$ cat config.mk
export PLATFORM = sky130hd
export DESIGN_NAME = spram_rdw
export DESIGN_NICKNAME = d
export VERILOG_FILES = /design/src/rtl/spram_pkg.sv /design/src/rtl/spram_core.sv /design/src/rtl/spram_rdsel.sv /design/src/rtl/spram_rdw.sv
export SDC_FILE = /design/constraint.sdc
export NUM_CORES = 1
export LEC_CHECK = 0
export BUFFER_PORTS_ARGS = -buffer_cell sky130_fd_sc_hd__buf_2
export CORE_MARGIN = 2
export CORE_UTILIZATION = 55
export CTS_BUF_LIST = sky130_fd_sc_hd__clkbuf_8
export DETAILED_ROUTE_END_ITERATION = 8
export PLACE_DENSITY_LB_ADDON = 0.05
export SLEW_MARGIN = 10
export SYNTH_ARGS = -nofsm -noshare
export SYNTH_HDL_FRONTEND = slang
export SYNTH_HIERARCHICAL = 1
export SYNTH_SLANG_ARGS = --single-unit
export TNS_END_PERCENT = 50
$ cat constraint.sdc
create_clock -name clk -period 2.9 [get_ports clk]
set_input_delay 0.435 -clock clk [delete_from_list [all_inputs] [get_ports clk]]
set_output_delay 0.435 -clock clk [all_outputs]
set_load 0.1 [all_outputs]
$ cat src/rtl/spram_pkg.sv
package spram_pkg;

    typedef enum logic {
        RDW_OLD = 1'b0,
        RDW_NEW = 1'b1
    } rdw_mode_e;

    function automatic int addr_bits(input int depth);
        return (depth > 1) ? $clog2(depth) : 1;
    endfunction

endpackage

$ cat src/rtl/spram_core.sv
module spram_core
    import spram_pkg::*;
#(
    parameter int DATA_W = 16,
    parameter int DEPTH  = 64,
    localparam int AW    = addr_bits(DEPTH)
) (
    input  logic              clk,
    input  logic [AW-1:0]     addr,
    input  logic              wr_en,
    input  logic [DATA_W-1:0] wr_data,
    output logic [DATA_W-1:0] cur_word
);

    logic [DATA_W-1:0] store [DEPTH];

    always_ff @(posedge clk) begin
        if (wr_en) begin
            store[addr] <= wr_data;
        end
    end

    assign cur_word = store[addr];

endmodule

$ cat src/rtl/spram_rdsel.sv
module spram_rdsel
    import spram_pkg::*;
#(
    parameter int        DATA_W   = 16,
    parameter rdw_mode_e RDW_MODE = RDW_OLD
) (
    input  logic              clk,
    input  logic              rst,
    input  logic              wr_en,
    input  logic              rd_en,
    input  logic [DATA_W-1:0] wr_data,
    input  logic [DATA_W-1:0] cur_word,
    output logic [DATA_W-1:0] rd_q
);

    logic [DATA_W-1:0] sel_word;

    generate
        if (RDW_MODE == RDW_NEW) begin : g_new
            assign sel_word = wr_en ? wr_data : cur_word;
        end else begin : g_old
            assign sel_word = cur_word;
        end
    endgenerate

    always_ff @(posedge clk) begin
        if (rst) begin
            rd_q <= '0;
        end else if (rd_en) begin
            rd_q <= sel_word;
        end
    end


    rd_hold_chk: assert property (@(posedge clk) disable iff (rst)
        !rd_en |=> $stable(rd_q));

    generate
        if (RDW_MODE == RDW_NEW) begin : g_chk_new

            rdw_new_chk: assert property (@(posedge clk) disable iff (rst)
                (rd_en && wr_en) |=> (rd_q == $past(wr_data)));
        end else begin : g_chk_old

            rdw_old_chk: assert property (@(posedge clk) disable iff (rst)
                (rd_en && wr_en) |=> (rd_q == $past(cur_word)));
        end
    endgenerate

endmodule

$ cat src/rtl/spram_rdw.sv
module spram_rdw
    import spram_pkg::*;
#(
    parameter int        DATA_W   = 16,
    parameter int        DEPTH    = 64,
    parameter rdw_mode_e RDW_MODE = RDW_OLD,
    parameter bit        OUT_REG  = 1'b0,
    localparam int       ADDR_W   = addr_bits(DEPTH)
) (
    input  logic              clk,
    input  logic              rst,
    input  logic [ADDR_W-1:0] addr,
    input  logic              wr_en,
    input  logic [DATA_W-1:0] wr_data,
    input  logic              rd_en,
    output logic [DATA_W-1:0] rd_data
);

    logic [DATA_W-1:0] cur_word;
    logic [DATA_W-1:0] rd_q;

    spram_core #(
        .DATA_W (DATA_W),
        .DEPTH  (DEPTH)
    ) u_core (
        .clk      (clk),
        .addr     (addr),
        .wr_en    (wr_en),
        .wr_data  (wr_data),
        .cur_word (cur_word)
    );

    spram_rdsel #(
        .DATA_W   (DATA_W),
        .RDW_MODE (RDW_MODE)
    ) u_rdsel (
        .clk      (clk),
        .rst      (rst),
        .wr_en    (wr_en),
        .rd_en    (rd_en),
        .wr_data  (wr_data),
        .cur_word (cur_word),
        .rd_q     (rd_q)
    );

    generate
        if (OUT_REG) begin : g_pipe
            logic [DATA_W-1:0] pipe_q;

            always_ff @(posedge clk) begin
                if (rst) begin
                    pipe_q <= '0;
                end else begin
                    pipe_q <= rd_q;
                end
            end

            assign rd_data = pipe_q;


            pipe_delay_chk: assert property (@(posedge clk) disable iff (rst)
                !rst |=> (rd_data == $past(rd_q)));
        end else begin : g_direct
            assign rd_data = rd_q;
        end
    endgenerate


    reset_clear_chk: assert property (@(posedge clk)
        rst |=> (rd_data == '0));

endmodule

# Word level (Yosys, flattened, before mapping)
# Memories as Yosys holds them, arrays and structs flattened. A register that Yosys moved wholly into a read port is not among the register bits.
# Index checks and enable logic that the tools add are counted.
# totals
latchBits,0
memories,1
output_inout_bits,16
in_bits,26
word_cells,3
ramBits,1024
romBits,0
reg_bits,0
# op_classes
reduce_logical,0
n_addsub,0
multipliers,0
order_cmp,0
shifts,0
bitwise_logic,0
eq_ne,0
n_div,0
mux,2
# memory_table
memory,words,word_bits,read_ports,rd_ports_with_merged_regs,write_ports,line,rtl
u_core.store,64,16,1,1,1,spram_core.sv:15,logic [DATA_W-1:0] store [DEPTH];
# ops
cell,n
2-to-1 mux 1 bit,2

# Logic depth before layout (Yosys ltp)
# logic_depth
word_depth,2
depth_mapped,13
mapped_depth_nobuf,8

# Modules after synthesis
# The synthesis kept the hierarchy.
# modules_own_cells
module,n_inst,cells_each,area_each_um2
spram_core,1,2248,39160.1
spram_rdsel,1,52,580.6

# Worst setup path after synthesis
# Ideal clock, no wire load.
# synth_path
path_kind,input to register
start,input addr[0]
end,memory u_core.store[13][0] (enable)
setup_slack_ps,100
cell_stages,8
t_arrival_ps,2412
cell_sequence,buf_4 -> nor2b_1 -> buf_2 -> buf_6 -> buf_4 -> clkbuf_1 -> nand3_1 -> nor2_1
# synth_rtl
item,line,rtl
from (decl),spram_rdw.sv:12,"input logic [ADDR_W-1:0] addr,"
to (decl),spram_core.sv:15,
# Straight into the memory's write port.

==> metrics.txt <==
outcome=completed; CTS resizes=0; post-synthesis cell count=2300; Period minus WS final=around 2.5 ns; # clock sinks=1040; Fillers=5132; via count=24.0k; Buf/Inv on CP=0; antenna-violating nets left=0; IO Pins=42; worst-skew pair later-pin latency=~0.80 ns; slowest cell on the critical path=or4_1; slowest cell delay on critical path=0.58 ns; num rows=between 90 and 100; initial core utilization=0.556; final setup fails=0; final critical-path share of the clock period=0.853; DRC Markers=0; most frequent CP cell=a221oi_1; Synth cell types=56; WL final=~120 mm; Layout area overhead=16.5%; Die Y=273 um; first-pass GRT wire length=approximately 160 mm; DR iter-0 viols=3174; Pwr Total=30.0 mW; worst-case reg-to-reg path depth=7; register area=around 0.031 mm2; main flop type after synthesis=edfxtp_1; Post-synth EDFFs=1024; total grt overflow=0; Worst Setup End Kind=flop; leak pwr=15.6 nW; PD cells=649 mW/mm2; skew final=0.0233 ns; Worst slew margin=0.282; count leader, synth=edfxtp_1; Critical Path Stages=7; cts hold-fix bufs=0; type of the tightest min-delay check=in2reg; Setup crit start kind=flop; worst-margin pin slew=1.07 ns; final setup TNS=0 ns; Yosys reg bits=1040; WL per Instance=31.1 um; clock-pin transition on the worst setup and hold timing paths=0.06 ns; post-DR vias/cell=6.47; nets=between 2k and 3k; Final Hold Viols=0; clock buffer depth=3; hold depth=2; CP Max Fanout=1; Synth area leaders=edfxtp_1 77%, mux2i_1 4.3%, a22oi_1 3.7%; Post-Syn Area=0.0397 mm2; H-Tree Depth=4; area of the multi-input gates=0.00787 mm2; Synth async-reset ratio=0; input/output buffers=41; vias in the first global route=between 20k and 25k; CP arrival=roughly 3.2 ns; largest net degree at the start of global routing=65; syn avg cell area=17.3 um2; DPL Wire Length=74.9 mm; synth warn=6; Die W=273 um; share of layout cells above drive strength 1=0.203; fmax=0.404 GHz; max-cap viol count=0; core area=approximately 0.071 mm2; Post-Layout Inst Area=0.0463 mm2; CP cell instances=a221oi_1, a31oi_1, a221oi_1, o21ai_0, or4_1, mux2i_1, nor2_1; gr usage total=0.312; antenna violations before repair=5; GP Congestion=0.946; largest area contributor in the netlist=edfxtp_1; die area=between 0.07 and 0.08 mm2; DRT Pass-1 Iters=6; share of the synthesized area in the top cell type=0.774; Peak VDD IR=roughly 0.60 mV; most frequent cells after synthesis=1024 x edfxtp_1, 196 x a22oi_1, 175 x nor2_1; CTS Root Cell=clkbuf_8; RSZ-0062 raised after global routing=no; placement-stage cell area=0.0434 mm2; Num CTS Buffers=164; Final Max Slew Viols=0; Crit Path Category=reg2reg; register area share after synthesis=0.782; post-CTS setup buffers=0; Data required, critical path=roughly 3.6 ns; cell family with most CP delay=compound AO/OA/AOI/OAI gates; CTS tree=built; Mapped Nets=between 2k and 2.5k
## layer usage
layer / track usage / up-vias / wire [um]
li1: - / 10200 / -
met5: 0 / - / 0
met3: 0.0624 / 223 / 10800
met2: 0.470 / 1339 / 52900
met1: 0.453 / 12300 / 47800
met4: 0.124 / 0 / 4260
## cell type report
class | instances | area share
Clock buffer | 169 | 0.0502
Antenna cell | 4 | 0.000216
Multi-Input combinational cell | 1092 | 0.170
Inverter | 2 | 0.000162
Tap cell | 950 | 0.0257
Clock inverter | 128 | 0.0128
Sequential cell | 1040 | 0.671
Timing Repair Buffer | 332 | 0.0699
## registers in the layout (all words and copies together), names as in the netlist
signal,count
u_core/store,1024
u_rdsel/rd_q,16
## cell usage in the layout, fill, tap and decap left out, types with 40 or more instances in the layout
| cell type | count |
|---|---|
| inv_1 | 57 |
| a21oi_1 | 74 |
| mux2i_1 | 170 |
| a221oi_1 | 106 |
| a22oi_1 | 196 |
| clkinv_1 | 54 |
| o22ai_1 | 58 |
| nor2_1 | 172 |
| clkbuf_8 | 169 |
| edfxtp_1 | 1024 |
| buf_12 | 66 |
| buf_4 | 226 |
| nand2_1 | 40 |
## through the flow
step,cells,worst slack (ns),util,hold WS [ns]
2_1_floorplan,2300,0.0998,-,0.534
3_3_place_gp,3416,-0.257,0.607,0.481
3_5_place_dp,3416,-0.228,0.607,0.517
4_1_cts,3713,0.451,0.648,0.0167
5_1_grt,3714,0.317,0.648,0.0470
6_report,3717,0.425,0.648,0.0925
## final timing paths
kind                  startpoint  slack, ns               end
min reg2reg     u_rdsel/rd_q[13]       0.53  u_rdsel/rd_q[13]
min                          rst       0.09   u_rdsel/rd_q[6]
max reg2reg  u_core/store[40][2]       0.43   u_rdsel/rd_q[2]
max          u_core/store[40][2]       0.43   u_rdsel/rd_q[2]
## cells by family (layout without fill, tap and decap cells)
| kind of cell | after synthesis | count (layout) | share of synthesized area |
|---|---|---|---|
| and+or+nand+nor | 281 | 281 | 0.0306 |
| DFF | 1040 | 1040 | 0.782 |
| buffers and inverters | 168 | 631 | 0.0217 |
| other | 0 | 4 | 0 |
| muxes | 194 | 194 | 0.0513 |
| AOI/OAI and AO/OA | 617 | 617 | 0.115 |
## report_power, final
part / switching, mW / internal (mW) / total [mW] / leakage [nW]
logic: 1.49 / 0.700 / 2.19 / 4.57
registers: 0.0560 / 16.6 / 16.7 / 9.34
clock network: 5.58 / 5.58 / 11.2 / 1.69
total: 7.13 / 22.9 / 30.0 / 15.6
Note: power is estimated with default switching activity, not from simulation.
